<file path="config.mk">
export PLATFORM = sky130hd
export DESIGN_NAME = aclk_ratio_det
export DESIGN_NICKNAME = d
export VERILOG_FILES = /design/src/rtl/aclk_det_pkg.sv /design/src/rtl/aclk_edge_sync.sv /design/src/rtl/aclk_frame_meter.sv /design/src/rtl/aclk_ratio_classify.sv /design/src/rtl/aclk_ratio_det.sv
export SDC_FILE = /design/constraint.sdc
export NUM_CORES = 1
export LEC_CHECK = 0
export BUFFER_PORTS_ARGS = -buffer_cell sky130_fd_sc_hd__clkbuf_2
export CAP_MARGIN = 15
export CORE_ASPECT_RATIO = 1.75
export CORE_MARGIN = 2
export CORE_UTILIZATION = 55
export CTS_CLUSTER_DIAMETER = 150
export DETAILED_ROUTE_END_ITERATION = 7
export PLACE_DENSITY = 0.73
export SLEW_MARGIN = 25
export SYNTH_ARGS = -nofsm -noshare
export SYNTH_HDL_FRONTEND = slang
export SYNTH_SLANG_ARGS = --single-unit
</file>
<file path="constraint.sdc">
create_clock -name clk_ref -period 3.6 [get_ports clk_ref]
set_input_delay 0 -clock clk_ref [delete_from_list [all_inputs] [get_ports clk_ref]]
set_output_delay 0 -clock clk_ref [all_outputs]
set_load 0.02 [all_outputs]
</file>
<file path="src/rtl/aclk_det_pkg.sv">
package aclk_det_pkg;

    typedef enum logic [1:0] {
        RC_32K    = 2'd0,
        RC_NORMAL = 2'd1,
        RC_DOUBLE = 2'd2,
        RC_QUAD   = 2'd3
    } rate_class_e;

    localparam int unsigned NUM_MRATIO = 6;
    localparam logic [2:0]  MR_NONE    = 3'd7;
    localparam logic [2:0]  MR_X64     = 3'd0;
    localparam logic [2:0]  MR_X192    = 3'd2;
    localparam logic [2:0]  MR_X384    = 3'd4;

    // master-clock multiple for each ratio code
    function automatic int unsigned mratio_value(input int unsigned code);
        case (code)
            0:       return 64;
            1:       return 128;
            2:       return 192;
            3:       return 256;
            4:       return 384;
            5:       return 512;
            default: return 0;
        endcase
    endfunction

endpackage

</file>
<file path="src/rtl/aclk_edge_sync.sv">
module aclk_edge_sync #(
    parameter int unsigned STAGES = 2
) (
    input  logic clk,
    input  logic rst_n,
    input  logic async_i,
    output logic rise_o
);
    // STAGES synchroniser flops plus one history flop
    logic [STAGES:0] shreg;

    always_ff @(posedge clk or negedge rst_n) begin
        if (!rst_n) shreg <= '0;
        else        shreg <= {shreg[STAGES-1:0], async_i};
    end

    assign rise_o = shreg[STAGES-1] & ~shreg[STAGES];
endmodule

</file>
<file path="src/rtl/aclk_frame_meter.sv">
module aclk_frame_meter #(
    parameter int unsigned FRAME_MAX = 7000,
    parameter int unsigned CW        = 13
) (
    input  logic          clk,
    input  logic          rst_n,
    input  logic          lr_rise,
    input  logic          mclk_rise,
    input  logic          sclk_rise,
    output logic [CW-1:0] frame_len,
    output logic [CW-1:0] mclk_cnt,
    output logic [CW-1:0] sclk_cnt,
    output logic          timeout_o
);
    assign timeout_o = (frame_len == CW'(FRAME_MAX)) && !lr_rise;

    always_ff @(posedge clk or negedge rst_n) begin
        if (!rst_n) begin
            frame_len <= '0;
            mclk_cnt  <= '0;
            sclk_cnt  <= '0;
        end else if (lr_rise) begin
            frame_len <= CW'(1);
            mclk_cnt  <= CW'(mclk_rise);
            sclk_cnt  <= CW'(sclk_rise);
        end else if (timeout_o) begin
            frame_len <= CW'(1);
            mclk_cnt  <= '0;
            sclk_cnt  <= '0;
        end else begin
            frame_len <= frame_len + CW'(1);
            mclk_cnt  <= mclk_cnt + CW'(mclk_rise);
            sclk_cnt  <= sclk_cnt + CW'(sclk_rise);
        end
    end

    // the frame counter never runs past its timeout limit
    a_r10_len_bounded: assert property (@(posedge clk) disable iff (!rst_n)
        frame_len <= CW'(FRAME_MAX));
endmodule

</file>
<file path="src/rtl/aclk_ratio_classify.sv">
module aclk_ratio_classify
    import aclk_det_pkg::*;
#(
    parameter int unsigned MIN_FRAME  = 800,
    parameter int unsigned QUAD_MAX   = 1400,
    parameter int unsigned DOUBLE_MAX = 2800,
    parameter int unsigned NORMAL_MAX = 5400,
    parameter int unsigned FRAME_MAX  = 7000,
    parameter int unsigned TOL        = 1,
    parameter int unsigned CW         = 13
) (
    input  logic [CW-1:0] frame_len,
    input  logic [CW-1:0] mclk_cnt,
    input  logic [CW-1:0] sclk_cnt,
    input  logic          auto_en,
    input  logic [1:0]    cfg_rate,
    input  logic          am_avoid,
    input  logic          deemph,
    output rate_class_e   cls,
    output logic [2:0]    mratio,
    output logic          sratio,
    output logic          good,
    output logic          mclk_idle
);
    int unsigned flen, mcnt, scnt;
    rate_class_e meas_cls;
    logic        len_ok, m_hit, s_hit, pair_ok;

    always_comb begin
        flen = 32'(frame_len);
        mcnt = 32'(mclk_cnt);
        scnt = 32'(sclk_cnt);

        // frame-length windows
        if (flen <= QUAD_MAX)        meas_cls = RC_QUAD;
        else if (flen <= DOUBLE_MAX) meas_cls = RC_DOUBLE;
        else if (flen <= NORMAL_MAX) meas_cls = RC_NORMAL;
        else                         meas_cls = RC_32K;
        len_ok = (flen >= MIN_FRAME) && (flen <= FRAME_MAX);

        // configured class overrides measurement
        if (!auto_en || am_avoid || deemph) cls = rate_class_e'(cfg_rate);
        else                                cls = meas_cls;

        // master-clock ratio match
        mratio = MR_NONE;
        m_hit  = 1'b0;
        for (int unsigned i = 0; i < NUM_MRATIO; i++) begin
            if ((mcnt + TOL >= mratio_value(i)) && (mcnt <= mratio_value(i) + TOL)) begin
                mratio = 3'(i);
                m_hit  = 1'b1;
            end
        end

        // bit-clock ratio match
        sratio = 1'b0;
        s_hit  = 1'b0;
        if ((scnt + TOL >= 64) && (scnt <= 64 + TOL)) begin
            s_hit = 1'b1;
        end else if ((scnt + TOL >= 48) && (scnt <= 48 + TOL)) begin
            s_hit  = 1'b1;
            sratio = 1'b1;
        end

        // legal pairings
        pair_ok = !((mratio == MR_X64) && (cls != RC_QUAD)) &&
                  !(sratio && (mratio != MR_X192) && (mratio != MR_X384));

        mclk_idle = (mcnt == 0);
        good      = len_ok && m_hit && s_hit && pair_ok;
    end
endmodule

</file>
<file path="src/rtl/aclk_ratio_det.sv">
module aclk_ratio_det
    import aclk_det_pkg::*;
#(
    parameter int unsigned MIN_FRAME   = 800,
    parameter int unsigned QUAD_MAX    = 1400,
    parameter int unsigned DOUBLE_MAX  = 2800,
    parameter int unsigned NORMAL_MAX  = 5400,
    parameter int unsigned FRAME_MAX   = 7000,
    parameter int unsigned TOL         = 1,
    parameter int unsigned LOCK_FRAMES = 4,
    parameter int unsigned SYNC_STAGES = 2
) (
    input  logic       clk_ref,
    input  logic       rst_n,
    input  logic       mclk_i,
    input  logic       sclk_i,
    input  logic       lrclk_i,
    input  logic       auto_en_i,
    input  logic [1:0] cfg_rate_i,
    input  logic       am_avoid_i,
    input  logic       deemph_i,
    output logic [1:0] rate_class_o,
    output logic [2:0] mclk_ratio_o,
    output logic       sclk_ratio_o,
    output logic       locked_o,
    output logic       err_o
);
    localparam int unsigned CW = $clog2(FRAME_MAX + 1);
    localparam int unsigned LW = $clog2(LOCK_FRAMES + 1);

    typedef enum logic [1:0] {ST_SEEK, ST_TRAIN, ST_HELD} det_state_e;

    // clock edge detection in the reference domain
    logic [2:0] raw_clk, clk_rise;
    assign raw_clk = {lrclk_i, sclk_i, mclk_i};

    for (genvar g = 0; g < 3; g++) begin : g_sync
        aclk_edge_sync #(.STAGES(SYNC_STAGES)) u_sync (
            .clk(clk_ref), .rst_n(rst_n), .async_i(raw_clk[g]), .rise_o(clk_rise[g])
        );
    end

    logic          lr_rise, timeout;
    logic [CW-1:0] frame_len, mclk_cnt, sclk_cnt;
    assign lr_rise = clk_rise[2];

    aclk_frame_meter #(.FRAME_MAX(FRAME_MAX), .CW(CW)) u_meter (
        .clk(clk_ref), .rst_n(rst_n), .lr_rise(lr_rise),
        .mclk_rise(clk_rise[0]), .sclk_rise(clk_rise[1]),
        .frame_len(frame_len), .mclk_cnt(mclk_cnt), .sclk_cnt(sclk_cnt),
        .timeout_o(timeout)
    );

    rate_class_e new_cls;
    logic [2:0]  new_mr;
    logic        new_sr, new_good, new_idle;

    aclk_ratio_classify #(
        .MIN_FRAME(MIN_FRAME), .QUAD_MAX(QUAD_MAX), .DOUBLE_MAX(DOUBLE_MAX),
        .NORMAL_MAX(NORMAL_MAX), .FRAME_MAX(FRAME_MAX), .TOL(TOL), .CW(CW)
    ) u_class (
        .frame_len(frame_len), .mclk_cnt(mclk_cnt), .sclk_cnt(sclk_cnt),
        .auto_en(auto_en_i), .cfg_rate(cfg_rate_i), .am_avoid(am_avoid_i),
        .deemph(deemph_i), .cls(new_cls), .mratio(new_mr), .sratio(new_sr),
        .good(new_good), .mclk_idle(new_idle)
    );

    // candidate, counters and state
    det_state_e  state_q, state_d;
    logic [LW-1:0] cnt_q, cnt_d;
    rate_class_e cand_cls_q;
    logic [2:0]  cand_mr_q;
    logic        cand_sr_q, idle_q, idle_d, err_q, err_d, load_cand, same;

    assign same = (cnt_q != '0) && (new_cls == cand_cls_q) &&
                  (new_mr == cand_mr_q) && (new_sr == cand_sr_q);

    always_comb begin
        state_d   = state_q;
        cnt_d     = cnt_q;
        idle_d    = idle_q;
        err_d     = 1'b0;
        load_cand = 1'b0;
        unique case (state_q)
            ST_SEEK: begin
                cnt_d  = '0;
                idle_d = 1'b0;
                if (timeout) err_d = 1'b1;
                else if (lr_rise) state_d = ST_TRAIN;
            end
            ST_TRAIN, ST_HELD: begin
                if (timeout) begin
                    state_d = ST_SEEK;
                    cnt_d   = '0;
                    idle_d  = 1'b0;
                    err_d   = 1'b1;
                end else if (lr_rise) begin
                    if (new_good) begin
                        idle_d = 1'b0;
                        if (same) begin
                            if (cnt_q != LW'(LOCK_FRAMES)) cnt_d = cnt_q + LW'(1);
                        end else begin
                            load_cand = 1'b1;
                            cnt_d     = LW'(1);
                        end
                        state_d = (cnt_d == LW'(LOCK_FRAMES)) ? ST_HELD : ST_TRAIN;
                    end else if (new_idle) begin
                        state_d = ST_TRAIN;
                        cnt_d   = '0;
                        err_d   = idle_q;
                        idle_d  = 1'b1;
                    end else begin
                        state_d = ST_TRAIN;
                        cnt_d   = '0;
                        idle_d  = 1'b0;
                        err_d   = 1'b1;
                    end
                end
            end
            default: state_d = ST_SEEK;
        endcase
    end

    always_ff @(posedge clk_ref or negedge rst_n) begin
        if (!rst_n) begin
            state_q    <= ST_SEEK;
            cnt_q      <= '0;
            idle_q     <= 1'b0;
            err_q      <= 1'b0;
            cand_cls_q <= RC_32K;
            cand_mr_q  <= MR_NONE;
            cand_sr_q  <= 1'b0;
        end else begin
            state_q <= state_d;
            cnt_q   <= cnt_d;
            idle_q  <= idle_d;
            err_q   <= err_d;
            if (load_cand) begin
                cand_cls_q <= new_cls;
                cand_mr_q  <= new_mr;
                cand_sr_q  <= new_sr;
            end
        end
    end

    always_comb begin
        locked_o     = (state_q == ST_HELD);
        err_o        = err_q;
        rate_class_o = cand_cls_q;
        mclk_ratio_o = cand_mr_q;
        sclk_ratio_o = cand_sr_q;
    end

    a_r6_err_unlocks: assert property (@(posedge clk_ref) disable iff (!rst_n)
        err_o |-> !locked_o);
    a_r6_err_one_cycle: assert property (@(posedge clk_ref) disable iff (!rst_n)
        err_o |=> !err_o);
    a_r5_lock_on_frame_edge: assert property (@(posedge clk_ref) disable iff (!rst_n)
        $rose(locked_o) |-> $past(lr_rise));
    a_r5_lock_holds_class: assert property (@(posedge clk_ref) disable iff (!rst_n)
        (locked_o && $past(locked_o)) |-> ($stable(rate_class_o) && $stable(mclk_ratio_o)
                                           && $stable(sclk_ratio_o)));
    a_r3_x64_quad_only: assert property (@(posedge clk_ref) disable iff (!rst_n)
        (locked_o && mclk_ratio_o == MR_X64) |-> (rate_class_o == RC_QUAD));
    a_r4_x48_pairing: assert property (@(posedge clk_ref) disable iff (!rst_n)
        (locked_o && sclk_ratio_o) |-> (mclk_ratio_o == MR_X192 || mclk_ratio_o == MR_X384));
endmodule

</file>
==> impl_metrics.csv, run 1 <==
group,metric,value,unit
synthesis,syn_nets,426,
setup_path,critPathArrivalTime,3620,ps
clock_network,cts_buffer_depth,2,
setup_path,critPathLaunchType,"flop",
route,drtAntennaViolNets,0,
synthesis,yosysTopAreaCell,"dfrtp_1",
global_route,grtUsageTotal,23.6,%
synthesis,ys_top_cells_by_area,"dfrtp_1, xnor2_1, nor2_1",
clock_network,cts_sinks,61,
final_layout,final.fill_count,575,
synthesis,yosysMostFrequentCell,"dfrtp_1",
worst_hold_path,hp-class,"primary input to flop",
final_layout,drive_gt1_share,16.4,%
global_route,antenna_found_initial,0,
timing,setup_ws,197,ps
timing,slew-limit-headroom,54.7,%
die,fp.dieW,66.8,um
timing,fin_skew,6.67,ps
synthesis,synth_cell_types,82,
timing,period_needed,3400,ps
final_layout,antenna_cells,0,
timing,period_share,94.5,%
pwr,p_int,1.44,mW
synthesis,syn_inst,402,
route,num_vias,2989,
route,drtIter0Drc,223,
timing,worst_pin_slew,680,ps
synthesis,syn_avg_cell_area,9.46,um^2
die,fp.dieH,114,um
run_status,outcome,"finished clean",
route,firstDrtPassIters,4,
timing,setup_viol,0,
global_route,grt_use_met2,43.7,%
global_route,met3_usage,5.13,%
synthesis,synth-seq-area-share,40.3,%
pwr,clock_power_share,47.2,%
synthesis,ys_ff_latch,61,
synthesis,yosys_warnings,0,
setup_path,end_kind,"flop",
timing,maxSlewViolCount,0,
route,wirelength,8240,um
place,gp_congestion,0.837,
die,core,0.00676,mm^2
die,die_area,0.00762,mm^2
pwr,leakagePower,1.87,nW
pwr,power_frac_seq,40.7,%
final_layout,layout.nets,446,
synthesis,synth_edf_count,0,
die,start_util,56.3,%
route,drcViolationCount,0,
global_route,grt_overflow_total,0,
place,dpl_worst_slack,243,ps
timing,rsz0062_at_grt,"false",
setup_path,crit_type,"flop to flop",
clock_network,cts_tree,"built",
timing,final.setup.tns,0,ps
pwr,power.density,454,mW/mm^2
route,wl_per_cell,16.1,um
clock_network,clk_pin_slew,60,ps
global_route,met1_usage,24.1,%
global_route,grt_start_max_net_pins,36,
place,dp_hpwl,5720,um
run,max_cap_violations,0,
synthesis,synth_commonest_cells,"dfrtp_1, nor2_1, nand2_1",
timing,fmax,294,MHz
synthesis,ys_async_sr_fraction,100,%
timing,finalHoldViolations,0,
die,rows,40,
route,viasPerCell,5.85,
synthesis,yosysTopAreaCellShare,38.2,%
setup_path,reg2regPathDepth,10,
setup_path,crit_required,3820,ps
global_route,busiest_layer,"met2",
global_route,grt_pass1_wl,13600,um
synthesis,ys.flop_type,"dfrtp_1",
clock_network,cts_root_buf,"clkbuf_16",
die,io_pins,18,
pwr,p_comb_share,12.2,%
global_route,grt_pass1_vias,2958,
clock_network,insertion_delay,330,ps
worst_hold_path,holdPathStages,3,
pwr,power_switching,0.527,mW
pwr,ir_drop,410,uV
clock_network,ctsHtreeMaxLevel,3,
clock_network,cts_buffers,9,
setup_path,worst-path-max-fanout,9,
pwr,p_sw_share,26.8,%
synthesis,synthesis.area,0.00380,mm^2
place,io_buffer_count,17,
final_layout,areaGrowthSynthToFinish,13.9,%
sequential cells by signal, summed over array words and instances, names as in the netlist:
signal               count
u_meter.frame_len       13
u_meter.mclk_cnt        13
u_meter.sclk_cnt        13
g_sync.u_sync.shreg      9
cnt_q                    3
mclk_ratio_o             3
rate_class_o             2
state_q                  2
err_o                    1
idle_q                   1
sclk_ratio_o             1
metal layers:
| metal | vias up | part of all wire (%) | wire length [um] |
|---|---|---|---|
| met3 | 29 | 2.6 | 214 |
| li1 | 1465 | - | - |
| met1 | 1436 | 38 | 3140 |
| met5 | - | 0 | 0 |
| met2 | 59 | 56 | 4590 |
| met4 | 0 | 3.6 | 299 |
cells in the final DEF, fill, tap and decap left out, types with 4 or more instances in the layout:
cell type	instances
clkbuf_16	9
clkbuf_2	17
nor3_1	11
nor2b_1	5
a21oi_1	8
nand4_1	10
dfrtp_1	58
xor2_1	16
ha_1	14
o2bb2ai_1	4
xnor2_1	22
inv_1	22
mux2_4	4
nand2b_1	4
nand2_1	28
dlygate4sd3_1	4
nand3_1	19
and2_1	6
and3_1	5
o21ai_0	12
nor2_1	51
nor4_1	4
buf_4	5
final cells by class:
| cell class | count | area (um^2) | share of cell area (%) |
|---|---|---|---|
| tap | 84 | 105 | 2.43 |
| sequential | 61 | 1530 | 35.3 |
| clock inverter | 7 | 98.8 | 2.28 |
| clock buffer | 9 | 225 | 5.20 |
| timing repair buffer | 27 | 183 | 4.22 |
| inverter | 22 | 82.6 | 1.91 |
| multi-input combinational | 301 | 2110 | 48.6 |
critical path, cell delays in order (launching register included):
cell and delay (ps):
dfrtp_1 490, nor4_4 430, nand3_1 200, o21ai_1 200, nor4b_2 410, inv_1 110
or3_4 390, a2111oi_4 500, nor3b_4 100, buf_12 160, mux2_4 280
metrics by stage:
step	total power, mW	hold slack, ps	area [um^2]	utilization (%)	instances
floorplan	0.965	-296	3800	-	402
global placement	1.03	50.3	3940	58.3	490
detailed placement	1.04	51.4	3940	58.3	490
CTS	1.98	50.6	4300	63.7	510
global route	2.06	90.8	4330	64.1	511
finish	1.97	52.0	4330	64.1	511
power groups by stage:
stage | logic, mW | clock network (mW) | registers [mW]
3_3_place_gp | 0.227 | 0 | 0.804
6_report | 0.239 | 0.928 | 0.800
4_1_cts | 0.242 | 0.945 | 0.798
3_5_place_dp | 0.235 | 0 | 0.807
2_1_floorplan | 0.170 | 0 | 0.795
5_1_grt | 0.282 | 0.976 | 0.806
kinds of logic after synthesis:
logic type | share of synthesized area (%)
AO/OA/AOI/OAI | 14.9
XOR/XNOR | 8.76
flip-flops | 40.3
AND/OR/NAND/NOR | 24.5
buffers and inverters | 4.58
multiplexers | 2.37
adder cells (fa/ha/maj) | 4.61
final timing paths:
path	to	slack, ps	start
setup / recovery	rate_class_o[1]	200	u_meter.mclk_cnt[5]
hold / removal	rate_class_o[0]	50	cfg_rate_i[0]
setup reg to reg	rate_class_o[1]	200	u_meter.mclk_cnt[5]
hold reg to reg	g_sync[2].u_sync.shreg[1]	340	g_sync[2].u_sync.shreg[0]
max in group asynchronous	mclk_ratio_o[0]	2440	rst_n
min in group asynchronous	g_sync[0].u_sync.shreg[0]	240	rst_n
what timing repair did:
action                     CTS  global route
gates resized for setup      0             1
setup buffers                0             1
setup endpoints to repair    0             3
hold buffers                 4             0
hold endpoints to repair    29             0
No activity file was read; power rests on OpenSTA's default activity.
==> inputs of run 2 (changes only) <==
--- a/config.mk
+++ b/config.mk
@@ -10,6 +10,7 @@
 export CORE_ASPECT_RATIO = 1.75
 export CORE_MARGIN = 2
 export CORE_UTILIZATION = 55
+export CTS_BUF_LIST = sky130_fd_sc_hd__clkbuf_2 sky130_fd_sc_hd__clkbuf_4 sky130_fd_sc_hd__clkbuf_8
 export CTS_CLUSTER_DIAMETER = 150
 export DETAILED_ROUTE_END_ITERATION = 7
 export PLACE_DENSITY = 0.73
==> run 2 against run 1 <==
Against the previous run:
- routed wire length shrank 5.1%
- clock skew rose by 2.2 ps
- die area did not move
- design area decreased by 3.0%
- total power shrank 13%
- cell count shrank 0.20%
- sequential share of layout area increased by 1.1 points
- core utilization decreased by 1.9 points
- non-clock buffer count fell by 1
- largest power group is now sequential cells
- highest routed layer unchanged
==> impl_metrics.csv, run 2 (synthesis gave the netlist of run 1 again) <==
group,metric,value,unit
run_status,outcome,"finished clean",
setup_path,reg2reg_setup_slack,250,ps
pwr,ir_drop,359,uV
setup_path,reg2regPathDepth,10,
timing,fin_skew,8.88,ps
setup_path,crit_path_cell_trace,"ha_1, and4_2, xnor2_1, a31o_4, a2111oi_2, nor2_2, mux2i_1, a221oi_2, nor3b_4, mux2_4",
die,start_util,56.3,%
clock_network,clk_pin_slew,70,ps
worst_hold_path,hp-start,"cfg_rate_i[0]",
run,max_cap_violations,0,
global_route,antenna_found_initial,0,
timing,rsz0062_at_grt,"false",
setup_path,critPathLaunchType,"flop",
die,io_pins,18,
die,core,0.00676,mm^2
route,num_vias,2968,
global_route,grt_pass1_wl,13200,um
setup_path,end_kind,"flop",
worst_hold_path,hp-class,"primary input to flop",
clock_network,cts_root_buf,"clkbuf_8",
final_layout,reg_top3,"u_meter.frame_len (13), u_meter.mclk_cnt (13), u_meter.sclk_cnt (13)",
timing,period_share,93.0,%
final_layout,antenna_cells,0,
die,rows,40,
timing,finalHoldViolations,0,
setup_path,crit_required,3830,ps
place,io_buffer_count,17,
route,firstDrtPassIters,4,
route,drcViolationCount,0,
clock_network,insertion_delay,350,ps
place,gp_congestion,0.837,
clock_network,cts_buffer_depth,2,
global_route,grt_pass1_vias,2937,
place,dpl_worst_slack,243,ps
timing,final.setup.tns,0,ps
place,dp_hpwl,5720,um
setup_path,crit_start,"u_meter.mclk_cnt[0]",
pwr,total_power,1.71,mW
die,fp.dieH,114,um
route,drtAntennaViolNets,0,
timing,period_needed,3350,ps
clock_network,cts_resized,0,
timing,slew-limit-headroom,54.9,%
setup_path,crit_type,"flop to flop",
final_layout,final_common_cell,"dfrtp_1",
global_route,grt_overflow_total,0,
global_route,grtUsageTotal,23.0,%
final_layout,stdcell_count,510,
die,fp.dieW,66.8,um
final_layout,areaGrowthSynthToFinish,10.5,%
setup_path,reg2reg_to,"rate_class_o[1]",
timing,setup_viol,0,
final_layout,drive_gt1_share,16.2,%
route,viasPerCell,5.82,
timing,maxSlewViolCount,0,
setup_path,worst-path-max-fanout,8,
setup_path,cp_slowest_cell,"dfrtp_1",
setup_path,slowest_delay,460,ps
setup_path,critPathArrivalTime,3580,ps
global_route,grt_start_max_net_pins,36,
pwr,leakagePower,1.81,nW
route,wirelength,7820,um
final_layout,mostFrequentLayoutCells,"dfrtp_1, nor2_1, nand2_1, inv_1, xnor2_1",
setup_path,endpoint,"rate_class_o[1]",
clock_network,cts_sinks,61,
clock_network,cts_tree,"built",
pwr,power.density,407,mW/mm^2
route,wl_per_cell,15.3,um
timing,worst_pin_slew,676,ps
timing,setup_ws,253,ps
setup_path,rr_startpoint,"u_meter.mclk_cnt[0]",
final_layout,layout.nets,445,
clock_network,ctsHtreeMaxLevel,3,
clock_network,cts_buffers,9,
die,die_area,0.00762,mm^2
place,dp_cells,490,
route,drtIter0Drc,217,
timing,fmax,299,MHz
==> run 2: cell count changes in the layout (fill, tap and decap cells not counted), sizes merged <==
cell and delta:
buf -1
==> run 2: layer usage <==
| layer | global-route usage (%) | vias to the layer above | share of wire [%] |
|---|---|---|---|
| met5 | 0 | - | 0 |
| met4 | 9.93 | 0 | 2.9 |
| met1 | 23.7 | 1439 | 38 |
| met2 | 42.3 | 42 | 57 |
| li1 | - | 1469 | - |
| met3 | 5.82 | 18 | 2.2 |
==> run 2: worst min-delay path by stage <==
stage | slack, ps | cells past startpoint | end
2_1_floorplan | -300 | 0 | cnt_q[0]
3_3_place_gp | 50 | 1 | g_sync[1].u_sync.shreg[0]
3_5_place_dp | 50 | 1 | g_sync[1].u_sync.shreg[0]
4_1_cts | 30 | 3 | rate_class_o[0]
5_1_grt | 60 | 3 | rate_class_o[0]
6_report | 40 | 3 | rate_class_o[0]
==> run 2: layout make-up <==
cell class / instances / area (um^2)
fillers: 601 / 2560
multi-input cells: 301 / 2100
flip-flops and latches: 61 / 1530
repair buffers: 26 / 163
clock buffers: 9 / 124
well taps: 84 / 105
clock inverters: 7 / 98.8
inverters: 22 / 82.6
==> run 2: worst max-delay path: cells and delay by family (launching register included) <==
family,cells,cell delay [ps]
AO/OA/AOI/OAI,3,1050
multiplexers,2,480
flip-flops,1,460
XOR/XNOR,1,140
adder cells (fa/ha/maj),1,270
AND/OR/NAND/NOR,3,820
==> run 2: what timing repair did <==
action | CTS | global route
setup buffers | 0 | 0
hold endpoints to repair | 29 | 0
hold buffers | 4 | 0
endpoints found under the setup margin | 0 | 0
==> run 2: where the power goes <==
group | switching [mW] | internal (mW) | total [mW] | leakage (nW)
clock network | 0.284 | 0.393 | 0.677 | 0.110
logic | 0.141 | 0.0960 | 0.237 | 0.906
registers | 0.0618 | 0.734 | 0.796 | 0.797
==> run 2: stage by stage <==
step | util (%) | hold slack [ps] | area (um^2)
6_report | 62.2 | 39.1 | 4200
5_1_grt | 62.2 | 55.6 | 4200
4_1_cts | 62.2 | 29.1 | 4200
3_5_place_dp | 58.3 | 51.4 | 3940
3_3_place_gp | 58.3 | 50.3 | 3940
2_1_floorplan | - | -296 | 3800
